--- src/rtl/thread_run_eval_pkg.sv ---
package thread_run_eval_pkg;

    typedef enum logic [0:0] {
        ST_IDLE  = 1'b0,
        ST_ARMED = 1'b1
    } eval_state_e;

    // Thread 0 comes out of reset running; every other context is stopped.
    function automatic logic [63:0] reset_run_pattern();
        return 64'd1;
    endfunction

endpackage

--- src/rtl/thread_run_arm.sv ---
module thread_run_arm
    import thread_run_eval_pkg::*;
(
    input  logic clk,
    input  logic rst_n,
    input  logic wr_seen,
    output logic fire,
    output logic armed
);

    eval_state_e state_q;
    eval_state_e state_d;

    // next-state decision
    always_comb begin
        state_d = state_q;
        unique case (state_q)
            ST_IDLE:  if (wr_seen) state_d = ST_ARMED;  // arm
            ST_ARMED: state_d = ST_IDLE;                // fire (writes absorbed)
            default:  state_d = ST_IDLE;
        endcase
    end

    // state register
    always_ff @(posedge clk or negedge rst_n) begin
        if (!rst_n) state_q <= ST_IDLE;
        else        state_q <= state_d;
    end

    // outputs
    always_comb begin
        fire  = 1'b0;
        armed = 1'b0;
        unique case (state_q)
            ST_IDLE:  begin fire = 1'b0; armed = 1'b0; end
            ST_ARMED: begin fire = 1'b1; armed = 1'b1; end
            default:  begin fire = 1'b0; armed = 1'b0; end
        endcase
    end

endmodule

--- src/rtl/thread_run_mask.sv ---
module thread_run_mask #(
    parameter int NUM_TC = 4,
    parameter int CFG_W  = 3
) (
    input  logic [CFG_W-1:0]  last_tc,
    output logic [NUM_TC-1:0] present
);

    localparam int WIDE = (CFG_W > 32) ? CFG_W : 32;

    for (genvar g = 0; g < NUM_TC; g++) begin : g_tc
        localparam logic [WIDE-1:0] IDX = WIDE'(g);
        assign present[g] = (WIDE'(last_tc) >= IDX);
    end

endmodule

--- src/rtl/thread_run_core.sv ---
module thread_run_core
    import thread_run_eval_pkg::*;
#(
    parameter int NUM_TC = 4
) (
    input  logic              clk,
    input  logic              rst_n,
    input  logic              fire,
    input  logic [NUM_TC-1:0] halt,
    input  logic [NUM_TC-1:0] active,
    input  logic [NUM_TC-1:0] present,
    output logic [NUM_TC-1:0] run_q,
    output logic              done_q
);

    localparam logic [NUM_TC-1:0] RUN_RST = NUM_TC'(reset_run_pattern());

    logic [NUM_TC-1:0] run_d;

    for (genvar g = 0; g < NUM_TC; g++) begin : g_rule
        // halted when H=1 or A=0; runs only when present, H=0 and A=1
        assign run_d[g] = present[g] & ~halt[g] & active[g];
    end

    always_ff @(posedge clk or negedge rst_n) begin
        if (!rst_n) begin
            run_q  <= RUN_RST;
            done_q <= 1'b0;
        end else begin
            done_q <= fire;
            if (fire) run_q <= run_d;
        end
    end

endmodule

--- src/rtl/thread_run_eval.sv ---
module thread_run_eval #(
    parameter int NUM_TC = 4,
    parameter int CFG_W  = 3
) (
    input  logic              clk,
    input  logic              rst_n,
    input  logic              cr_write,
    input  logic [NUM_TC-1:0] tc_halt,
    input  logic [NUM_TC-1:0] tc_active,
    input  logic [CFG_W-1:0]  cfg_last_tc,
    output logic [NUM_TC-1:0] run_vec,
    output logic              eval_done
);

    logic              fire;
    logic              armed;
    logic [NUM_TC-1:0] present;

    thread_run_arm u_arm (
        .clk     (clk),
        .rst_n   (rst_n),
        .wr_seen (cr_write),
        .fire    (fire),
        .armed   (armed)
    );

    thread_run_mask #(.NUM_TC(NUM_TC), .CFG_W(CFG_W)) u_mask (
        .last_tc (cfg_last_tc),
        .present (present)
    );

    thread_run_core #(.NUM_TC(NUM_TC)) u_core (
        .clk     (clk),
        .rst_n   (rst_n),
        .fire    (fire),
        .halt    (tc_halt),
        .active  (tc_active),
        .present (present),
        .run_q   (run_vec),
        .done_q  (eval_done)
    );

endmodule

--- config.mk ---
export PLATFORM = sky130hd
export DESIGN_NAME = thread_run_eval
export DESIGN_NICKNAME = d
export VERILOG_FILES = /design/src/rtl/thread_run_eval_pkg.sv /design/src/rtl/thread_run_arm.sv /design/src/rtl/thread_run_mask.sv /design/src/rtl/thread_run_core.sv /design/src/rtl/thread_run_eval.sv
export SDC_FILE = /design/constraint.sdc
export NUM_CORES = 1
export LEC_CHECK = 0
export ABC_AREA = 1
export BUFFER_PORTS_ARGS = -buffer_cell sky130_fd_sc_hd__buf_4
export CAP_MARGIN = 20
export CORE_AREA = 2 2 39 41
export CTS_BUF_LIST = sky130_fd_sc_hd__clkbuf_8
export DETAILED_ROUTE_END_ITERATION = 8
export DIE_AREA = 0 0 41 43
export GPL_TIMING_DRIVEN = 0
export HOLD_SLACK_MARGIN = 0.05
export PLACE_DENSITY_LB_ADDON = 0.2
export RECOVER_POWER = 100
export SYNTH_ARGS = -nofsm -noshare
export SYNTH_HDL_FRONTEND = slang
export SYNTH_SLANG_ARGS = --single-unit
--- constraint.sdc ---
create_clock -name clk -period 1.5 [get_ports clk]
set_input_delay 0.3 -clock clk [delete_from_list [all_inputs] [get_ports clk]]
set_output_delay 0.3 -clock clk [all_outputs]
set_load 0.005 [all_outputs]
* Word level (Yosys, flattened, before mapping)
Cells that the tools add are included.
** Operators by class
- Bitwise operators :: 12
- Muxes and demuxes :: 3
- Magnitude comparators :: 3
** Operators with widths (number)
- $and A1 B1 Y1 :: 7
- $ge A3 B2 Y1 const B :: 2
- $not A1 Y1 :: 5
- $pmux W1 S2 :: 2
- $ge A3 B1 Y1 const B :: 1
- $mux W1 :: 1
** Word-level totals
- Output and inout port bits :: 5
- Logic and storage cells :: 21
- Input port bits :: 14
- Bits in registers :: 6

* Depth between registers and ports, before layout
Gate-level depths: netlist (run 1).
- Depth in word-level cells :: 3
- Gate-level depth with buffers :: 5
- Mapped depth without buffers :: 5

* By module
A second synthesis (run 1) with hierarchy kept.
** Second synthesis, totals
- Cell total of the unflattened synthesis :: 46
- Area, all modules :: 316.6 um^2
** Modules (own cells, without submodules)
- thread_run_core :: area an instance 234.0 um^2, cells an instance 33, times used 1
- thread_run_arm :: area an instance 42.5 um^2, cells an instance 4, times used 1
- thread_run_mask :: area an instance 40.0 um^2, cells an instance 9, times used 1

* Worst setup path before layout (run 1)
OpenSTA, ideal clock, no wires.
- Path type :: register to output
- Start point :: reg u_core.run_q[0]
- End point :: out run_vec[0]
- Arrival time :: 0.510 ns
- Stages on the path, launching flop included :: 1
- Slack :: 0.690 ns
- Buffers on the path :: 0
- Cell sequence :: dfstp_2
** RTL lines
- from (decl) :: line thread_run_core.sv:12 : output logic [NUM_TC-1:0] run_q,
- from (signal assigned) :: line thread_run_core.sv:31 : if (fire) run_q <= run_d;
- to (decl) :: line thread_run_eval.sv:11 : output logic [NUM_TC-1:0] run_vec,
No word-level cell between the ends.

* Worst setup path after layout (run 1)
- Start point :: reg u_core.run_q[0]
- End point :: out run_vec[0]
No word-level cell between the ends.

==> summary.txt, run 1 <==
Logic synthesis
  – Post-synthesis cell type count: 9
  – Seq/Total Area, Yosys: 57.9%
  – Flop and latch count out of synthesis: 6
  – Synth Warn #: 0
  – Post-Synth Adder-Cell Area: 0%
  – Mapped Cells: 34
  – Net count after synthesis: 48
  – Main combinational cell family by area after synthesis: simple AND/OR/NAND/NOR gates
  – Xor and xnor area share after synthesis: 0%
  – Mux cell area share after synthesis: 0%
  – Basic-gate share of the synthesized area counting and, or, nand and nor cells: 31.6%
  – Per-instance average area after synthesis: 7.69 sq um
  – Compound-gate portion of the synthesized area: 1.91%
  – Area of the mapped netlist: 262 sq um

Place
  – IO buf count: 18
  – Hpwl dp: 434 um
  – Dpl cells: 68
  – Global placer's final weighted congestion: 0.619

Global route
  – Antenna violations before repair: 0
  – Global-route wire length before repair: 897 um
  – Vias in the first global route: 226
  – Total GRT Usage: 7.97%
  – Maximum number of pins on one net before global-route repair: 7
  – Global-route congestion overflow total: 0

Timing
  – Tcrit/Tclk final: 77.1%
  – Fin. max-slew vios: 0
  – Tmin final: 1.16 ns
  – Setup-violating endpoint count in the final report: 0
  – Post-route setup TNS: 0 ns
  – Final Hold Viols: 0
  – Worst slew slack as a fraction of its limit: 77.7%
  – Setup repair after global routing missed its margin: false
  – Final worst clock skew: 0.00222 ns
  – Transition time of the tightest slew-check pin: 0.334 ns
  – Maximum operating frequency: 865 MHz

Critical path
  – Slowest-stage cell, CP: dfstp_2
  – Launching element type of the critical path: flop
  – Highest net fanout along the worst path: 2
  – Ordered list of cells on the worst path: clkbuf_4
  – Worst Path Buf+Inv: 1
  – Source of the critical timing path: u_core.run_q[0]$_DFFE_PN1P_
  – Slowest stage delay, CP: 0.52 ns
  – Crit Path Category: reg2out
  – CP required: 1.20 ns
  – Data arrival time of the critical path: 0.86 ns
  – Reg-to-reg startpoint: u_arm.state_q$_DFF_PN0_
  – Endpoint class of the critical path: output port
  – Cell family contributing the most delay on the critical path: flip-flops

CTS
  – Worst skew pair latency: 0.22 ns
  – Clock buffers created by TritonCTS: 3
  – Clock tree from TritonCTS: yes
  – CTS sink count: 6
  – Maximum number of buffers from clock root to sink: 2
  – Buffer cell driving the clock tree root: clkbuf_8
  – Level count of the clock H-tree: 1
  – Clock transition at the register clock pins on the worst setup and hold paths after CTS: 0.04 ns

Floorplanning
  – Number of rows created at floorplan: 14
  – Effective utilization at floorplan: 18.9%
  – Count of boundary I/O pins: 19
  – Die Width: 41 um
  – Die outline height: 43 um
  – Core Area: 1380 sq um
  – Die Outline Area: 1760 sq um

Route
  – Number of vias per cell after detailed routing: 3.63
  – Number of nets with antenna violations after routing: 0
  – Vias after detailed routing: 265
  – Initial DRC Count: 4
  – Mean routed wirelength per cell: 7.75 um
  – DRC Markers: 0
  – First drt pass iteration count: 4
  – Final wirelength: 566 um

Hold path
  – Class of the tightest hold or removal check: in2reg
  – Origin of the worst min-delay path: tc_halt[0]

Layout
  – Post-Layout Cell Count: 73
  – Count of nets after finishing: 72
  – Filler instances: 162
  – FF/Latch Area: 151 sq um
  – Fraction of layout cells with a size suffix above 1: 38.6%
  – Antenna cells: 0
  – Area occupied by multi-input gates: 87.6 sq um
  – Utilization after layout: 33.8%
  – Layout area overhead: 78.9%

Run
  – Number of max-cap violations: 0

Pwr
  – Maximum VDD drop: 0.000429 V
  – PD cells: 1080 nW/um^2
  – Leakage power of the design: 0.268 nW

Outcome
  – Result of the run: complete, no violations
==> final timing paths <==
kind / slack, ns / depth (start not counted) / end
worst max-delay path: 0.34 / 1 / run_vec[0]
worst min-delay path: 0.29 / 4 / u_core.run_q[0]$_DFFE_PN1P_
worst max register to register: 0.63 / 4 / u_core.run_q[1]$_DFFE_PN0P_
worst min register to register: 0.47 / 2 / u_core.run_q[0]$_DFFE_PN1P_
max in group asynchronous: 0.71 / 2 / u_core.run_q[0]$_DFFE_PN1P_
min in group asynchronous: 0.49 / 2 / u_core.done_q$_DFF_PN0_
==> cell usage in the layout (no fill, tap or decap), types with 3 or more instances in the layout <==
master	n
dfrtp_1	5
nand2_1	15
buf_4	12
clkbuf_8	3
clkbuf_4	5
nor2_1	4
inv_1	7
==> state kept, by name, summed over array words and instances, names as in the netlist <==
name,flops
u_core.run_q,4
u_arm.state_q,1
u_core.done_q,1
==> synth_stat cells <==
library cell / number / area share, %
inv_1: 5 / 7.2
nand3_1: 1 / 1.9
nor2_1: 4 / 5.7
dfrtp_1: 5 / 48
o21ai_0: 1 / 1.9
nor2_2: 1 / 2.4
inv_2: 1 / 1.4
nand2_1: 15 / 22
dfstp_2: 1 / 10
==> metal layers <==
layer	vias up	global-route usage (%)	wire (um)	part of all wire [%]
met5	-	0	0	0
met4	0	4.00	0	0
met3	0	4.71	74	13
met2	13	9.38	251	44
met1	108	11.1	240	42
li1	144	-	-	-
==> logic make-up (layout without fill, tap and decap cells) <==
family | Yosys count | after routing
AOI/OAI and AO/OA | 1 | 1
buffers and inverters | 6 | 29
DFF | 6 | 6
and+or+nand+nor | 21 | 21
==> area by class of cell <==
type                            instances  share of cell area, %
Clock inverter                          1                  0.802
Sequential cell                         6                   32.4
Timing Repair Buffer                   19                   30.2
Tap cell                               16                   4.28
Inverter                                6                   4.81
Multi-Input combinational cell         22                   18.7
Clock buffer                            3                   8.82
==> what timing repair did <==
action | in CTS | in global routing
hold buffers | 1 | 0
hold endpoints to repair | 5 | 0
resized for setup | 0 | 0
setup buffers | 0 | 0
==> metrics by stage <==
stage          hold WS, ns  power [mW]  worst slack [ns]  area (sq um)
6_report             0.286       0.506             0.344           468
2_1_floorplan      0.00441       0.211             0.690           262
3_3_place_gp         0.112       0.264             0.594           417
5_1_grt              0.286       0.539             0.327           468
4_1_cts              0.282       0.517             0.359           472
3_5_place_dp         0.113       0.265             0.594           417
==> worst register-to-register path, stage by stage (launching register included) <==
cell and delay (ns):
dfrtp_1 0.42, inv_1 0.18, nor2_2 0.06, nand2_1 0.05
nand2_1 0.04
==> power by group <==
part	switching [mW]	leakage, nW	internal (mW)
sequential	0.00893	0.0752	0.180
combinational	0.0272	0.166	0.0445
clock	0.0695	0.0269	0.176
Note: power is estimated with default switching activity, not from simulation.
==> run 2, diff against run 1 <==
==> constraint.sdc (replaced) <==
create_clock -name clk -period 0.99 [get_ports clk]
set_input_delay 0.198 -clock clk [delete_from_list [all_inputs] [get_ports clk]]
set_output_delay 0.198 -clock clk [all_outputs]
set_load 0.005 [all_outputs]
==> summary.txt, run 2 (synthesis gave the netlist of run 1 again) <==
Outcome
  – Result of the run: finished, violations left
  – Violations in the final reports: setup timing

Timing
  – Tcrit/Tclk final: 104%
  – Setup repair after global routing missed its margin: true
  – Fin Hold WS: 0.184 ns
  – Post-route setup TNS: -0.0399 ns
  – Final setup margin: -0.0399 ns
  – Transition time of the tightest slew-check pin: 0.334 ns
  – Maximum operating frequency: 971 MHz
  – Final worst clock skew: 0.00222 ns
  – Tmin final: 1.03 ns
  – Setup-violating endpoint count in the final report: 1
  – Final Hold Viols: 0
  – Worst slew slack as a fraction of its limit: 77.7%
  – Fin. max-slew vios: 0

Route
  – Final wirelength: 565 um
  – Vias after detailed routing: 265
  – First drt pass iteration count: 4
  – DRC Markers: 0
  – Number of nets with antenna violations after routing: 0
  – Number of vias per cell after detailed routing: 3.63
  – Initial DRC Count: 4
  – Mean routed wirelength per cell: 7.74 um

Floorplanning
  – Core Area: 1380 sq um
  – Number of rows created at floorplan: 14
  – Die outline height: 43 um
  – Die Width: 41 um
  – Count of boundary I/O pins: 19
  – Die Outline Area: 1760 sq um
  – Effective utilization at floorplan: 18.9%

CTS
  – Clock tree from TritonCTS: yes
  – Clock buffers created by TritonCTS: 3
  – Worst skew pair latency: 0.22 ns
  – Buffer cell driving the clock tree root: clkbuf_8
  – Level count of the clock H-tree: 1
  – Clock transition at the register clock pins on the worst setup and hold paths after CTS: 0.04 ns
  – Maximum number of buffers from clock root to sink: 2
  – CTS sink count: 6

Critical path
  – Source of the critical timing path: u_core.run_q[0]$_DFFE_PN1P_
  – CP required: 0.79 ns
  – Internal reg-to-reg setup slack: 0.12 ns
  – Highest net fanout along the worst path: 2
  – Endpoint class of the critical path: output port
  – Ordered list of cells on the worst path: buf_6
  – Data arrival time of the critical path: 0.83 ns
  – Launching element type of the critical path: flop
  – Slowest-stage cell, CP: dfstp_2
  – Worst Path Buf+Inv: 1
  – Cell family contributing the most delay on the critical path: flip-flops
  – Slowest stage delay, CP: 0.53 ns
  – Crit Path Category: reg2out
  – Reg-to-reg startpoint: u_arm.state_q$_DFF_PN0_

Layout
  – Registers with the highest flip-flop counts: u_core.run_q: 4 flops, u_arm.state_q: 1 flops, u_core.done_q: 1 flops
  – Flip-flop count of the largest register after layout: 4
  – Fraction of layout cells with a size suffix above 1: 38.6%
  – Count of nets after finishing: 72
  – Top register by number of flip-flops: u_core.run_q
  – Commonest non-fill, non-tap cell in the layout: nand2_1
  – Layout area overhead: 80.4%
  – Utilization after layout: 34.1%
  – Filler instances: 163
  – Most frequent cells in the layout: nand2_1 (15), buf_4 (12), inv_1 (7)
  – Antenna cells: 0

Place
  – IO buf count: 18
  – Hpwl dp: 434 um
  – Pre-CTS setup slack: 0.186 ns
  – Global placer's final weighted congestion: 0.619

Pwr
  – Maximum VDD drop: 0.000637 V
  – PD cells: 1630 nW/um^2
  – Leakage power of the design: 0.269 nW
  – Post-layout total power: 0.770 mW

Run
  – Number of max-cap violations: 0

Hold path
  – Class of the tightest hold or removal check: in2reg
  – Origin of the worst min-delay path: tc_halt[0]

Global route
  – Vias in the first global route: 226
  – Global-route wire length before repair: 897 um
  – Antenna violations before repair: 0
  – Global-route congestion overflow total: 0
  – Maximum number of pins on one net before global-route repair: 7
  – Total GRT Usage: 7.97%
-- run 2: cell types whose count changed in the layout (fill, tap and decap cells not counted), sizes merged --
cell	before	now
buf	12	13
clkbuf	9	8
-- run 2: final timing paths --
| check | end | cells after the start |
|---|---|---|
| setup / recovery | run_vec[0] | 1 |
| hold reg to reg | u_core.run_q[0]$_DFFE_PN1P_ | 2 |
| hold / removal | u_core.run_q[0]$_DFFE_PN1P_ | 4 |
| setup reg to reg | u_core.run_q[1]$_DFFE_PN0P_ | 4 |
| max in group asynchronous | u_core.run_q[0]$_DFFE_PN1P_ | 2 |
| min in group asynchronous | u_core.done_q$_DFF_PN0_ | 2 |
-- run 2: per-stage QoR --
step	std cells	instance area [sq um]
floorplan	34	262
global placement	68	417
detailed placement	68	417
CTS	73	475
global route	73	472
finish	73	472
-- run 2: worst reg2reg max path, cell delays in order, from the launching register on --
cell and delay, ns:
dfrtp_1 0.42, inv_1 0.18, nor2_2 0.06, nand2_1 0.05, nand2_1 0.04
-- run 2: repair_timing --
action | 4_1_cts | 5_1_grt
hold endpoints to repair | 6 | 0
hold buffers | 1 | 0
endpoints found under the setup margin | 1 | 1
gates resized for setup | 1 | 0
setup buffers | 0 | 0
-- run 2: layer usage --
layer	part of all wire, %	routed length [um]	vias to the layer above	global-route usage [%]
li1	-	-	144	-
met1	42	240	108	11.1
met2	44	251	13	9.38
met3	13	74	0	4.71
met4	0	0	0	4.00
met5	0	0	-	0
-- run 2: area by class of cell --
class | instances | area [sq um] | area share [%]
timing repair buffer | 19 | 145 | 30.8
inverter | 6 | 22.5 | 4.77
clock buffer | 3 | 41.3 | 8.75
clock inverter | 1 | 3.75 | 0.796
tap | 16 | 20.0 | 4.24
multi-input combinational | 22 | 87.6 | 18.6
sequential | 6 | 151 | 32.1
-- run 2: where the power goes --
group	total (mW)	switching (mW)	internal, mW
combinational	0.112	0.0412	0.0705
sequential	0.287	0.0145	0.272
clock	0.372	0.105	0.266
==> run 3, diff against run 2 <==
--- a/config.mk
+++ b/config.mk
@@ -5,8 +5,7 @@
 export SDC_FILE = /design/constraint.sdc
 export NUM_CORES = 1
 export LEC_CHECK = 0
-export ABC_AREA = 1
-export BUFFER_PORTS_ARGS = -buffer_cell sky130_fd_sc_hd__buf_4
+export BUFFER_PORTS_ARGS = -buffer_cell sky130_fd_sc_hd__buf_2
 export CAP_MARGIN = 20
 export CORE_AREA = 2 2 39 41
 export CTS_BUF_LIST = sky130_fd_sc_hd__clkbuf_8
==> summary.txt, run 3 <==
Outcome
  – Result of the run: finished, violations left
  – Violations in the final reports: setup timing

CTS
  – Clock transition at the register clock pins on the worst setup and hold paths after CTS: 0.03 ns
  – Post-CTS setup buffer count: 0
  – Clock buffers created by TritonCTS: 3
  – CTS sink count: 6
  – Maximum number of buffers from clock root to sink: 2
  – Worst skew pair latency: 0.22 ns
  – Clock tree from TritonCTS: yes
  – Buffer cell driving the clock tree root: clkbuf_8
  – Post-CTS resize count: 0
  – Level count of the clock H-tree: 1

Floorplanning
  – Die Outline Area: 1760 sq um
  – Number of rows created at floorplan: 14
  – Core Area: 1380 sq um
  – Effective utilization at floorplan: 18.7%
  – Die Width: 41 um
  – Count of boundary I/O pins: 19
  – Die outline height: 43 um

Timing
  – Final Hold Viols: 0
  – Worst slew slack as a fraction of its limit: 78.9%
  – Setup-violating endpoint count in the final report: 1
  – Fin Hold WS: 0.172 ns
  – Fin. max-slew vios: 0
  – Transition time of the tightest slew-check pin: 0.316 ns
  – Final setup margin: -0.0474 ns
  – Post-route setup TNS: -0.0474 ns
  – Tmin final: 1.04 ns
  – Tcrit/Tclk final: 105%
  – Maximum operating frequency: 964 MHz
  – Final worst clock skew: 0.00392 ns
  – Setup repair after global routing missed its margin: true

Pwr
  – PD cells: 1790 nW/um^2
  – Maximum VDD drop: 0.000714 V
  – Post-layout total power: 0.746 mW
  – Leakage power of the design: 0.217 nW

Layout
  – Antenna cells: 0
  – Post-Layout Cell Count: 63
  – Top register by number of flip-flops: u_core.run_q
  – Post-route standard cell area excluding fillers: 418 sq um
  – Commonest non-fill, non-tap cell in the layout: buf_2
  – Count of nets after finishing: 62
  – Fraction of layout cells with a size suffix above 1: 46.8%
  – Registers with the highest flip-flop counts: u_core.run_q: 4 flops, u_arm.state_q: 1 flops, u_core.done_q: 1 flops
  – Most frequent cells in the layout: buf_2 (15), inv_1 (5), dfrtp_1 (5)
  – Layout area overhead: 61.4%
  – Utilization after layout: 30.2%
  – Flip-flop count of the largest register after layout: 4

Global route
  – Met2 global-route usage: 7.19%
  – Global-route congestion overflow total: 0
  – Maximum number of pins on one net before global-route repair: 10
  – M3 GR Usage: 3.14%
  – Layer with the highest usage: met4
  – Antenna violations before repair: 0
  – Met1 track demand over resource in global routing: 7.54%
  – Total GRT Usage: 6.46%
  – Vias in the first global route: 164
  – Global-route wire length before repair: 669 um

Logic synthesis
  – Cell taking the most area after synthesis: dfrtp_1
  – Seq/Total Area, Yosys: 58.5%
  – Xor and xnor area share after synthesis: 0%
  – Basic-gate share of the synthesized area counting and, or, nand and nor cells: 14.5%
  – Post-Synth Adder-Cell Area: 0%
  – Post-synthesis cell type count: 15
  – Per-instance average area after synthesis: 10.8 sq um
  – Top cells by area, synth: dfrtp_1 (48%), dfstp_2 (10%), o32ai_1 (6.8%)
  – Most common cell in the netlist: dfrtp_1
  – Net count after synthesis: 38
  – Top_reg_cell synth: dfrtp_1
  – Synth async-reset ratio: 100%
  – Synth Warn #: 0
  – Top cells by count, synth: dfrtp_1 (5), inv_1 (4), nand2_1 (2), o32ai_1 (2)
  – Mux cell area share after synthesis: 0%
  – Compound-gate portion of the synthesized area: 16.9%
  – Number of flops mapped to enable cells by yosys: 0
  – Mapped Cells: 24
  – Main combinational cell family by area after synthesis: compound AO/OA/AOI/OAI gates
  – Flop and latch count out of synthesis: 6
  – Portion of synthesized cell area occupied by the leading cell type: 48.3%
  – Area of the mapped netlist: 259 sq um

Critical path
  – Slowest-stage cell, CP: dfstp_2
  – Slowest stage delay, CP: 0.52 ns
  – Internal reg-to-reg setup slack: 0.02 ns
  – Data arrival time of the critical path: 0.84 ns
  – Worst Path Buf+Inv: 1
  – Endpoint of the most critical setup path: run_vec[0]
  – Source of the critical timing path: u_core.run_q[0]$_DFFE_PN1P_
  – R2r worst-path depth: 3
  – CP required: 0.79 ns
  – Crit Path Category: reg2out
  – Cell count along the critical path: 1
  – Launching element type of the critical path: flop
  – Endpoint class of the critical path: output port
  – Cell family contributing the most delay on the critical path: flip-flops
  – Ordered list of cells on the worst path: buf_2
  – Endpoint of the worst register-to-register path: u_core.run_q[2]$_DFFE_PN0P_
  – Reg-to-reg startpoint: u_arm.state_q$_DFF_PN0_
  – Highest net fanout along the worst path: 2

Place
  – IO buf count: 18
  – Global placer's final weighted congestion: 0.529
  – Dpl cells: 58
  – DP Area: 369 sq um
  – Pre-CTS setup slack: 0.0777 ns

Route
  – Number of vias per cell after detailed routing: 3.78
  – Vias after detailed routing: 238
  – Initial DRC Count: 1
  – Number of nets with antenna violations after routing: 0
  – Final wirelength: 544 um
  – First drt pass iteration count: 4
  – DRC Markers: 0
  – Mean routed wirelength per cell: 8.63 um

Run
  – Number of max-cap violations: 0

Hold path
  – Class of the tightest hold or removal check: in2reg
run 3: where the power goes:
part,internal [mW],leakage [nW],switching (mW),total (mW)
logic,0.0503,0.115,0.0444,0.0948
clock network,0.266,0.0269,0.104,0.370
registers,0.273,0.0751,0.00898,0.282
run 3: worst min-delay path by stage:
stage          cells after the start        from  slack (ns)                           to
5_1_grt                            2  tc_halt[2]        0.18  u_core.run_q[2]$_DFFE_PN0P_
3_5_place_dp                       1       rst_n        0.03      u_arm.state_q$_DFF_PN0_
3_3_place_gp                       1       rst_n        0.03      u_core.done_q$_DFF_PN0_
6_report                           2  tc_halt[2]        0.17  u_core.run_q[2]$_DFFE_PN0P_
2_1_floorplan                      0       rst_n        -0.1      u_arm.state_q$_DFF_PN0_
4_1_cts                            2  tc_halt[2]        0.17  u_core.run_q[2]$_DFFE_PN0P_
run 3: timing repair:
action | CTS | global route
cloned | 0 | 0
setup endpoints to repair | 1 | 1
endpoints found under the hold margin | 6 | 0
hold buffers | 1 | 0
run 3: layout make-up:
cell class,count,area (sq um)
Inverter,5,18.8
Tap cell,16,20.0
Sequential cell,6,151
Timing Repair Buffer,19,96.3
Clock buffer,3,41.3
Multi-Input combinational cell,12,81.3
Clock inverter,1,3.75
Buffer,1,5.00
Fill cell,149,966
run 3: per-layer routing:
layer	vias up	wire length [um]
met4	0	19
li1	125	-
met1	93	240
met2	18	188
met5	-	0
met3	2	96
run 3: cells by family after synthesis:
| family | Yosys count |
|---|---|
| AND/OR/NAND/NOR | 7 |
| flip-flops | 6 |
| buffers and inverters | 6 |
| AO/OA/AOI/OAI | 5 |
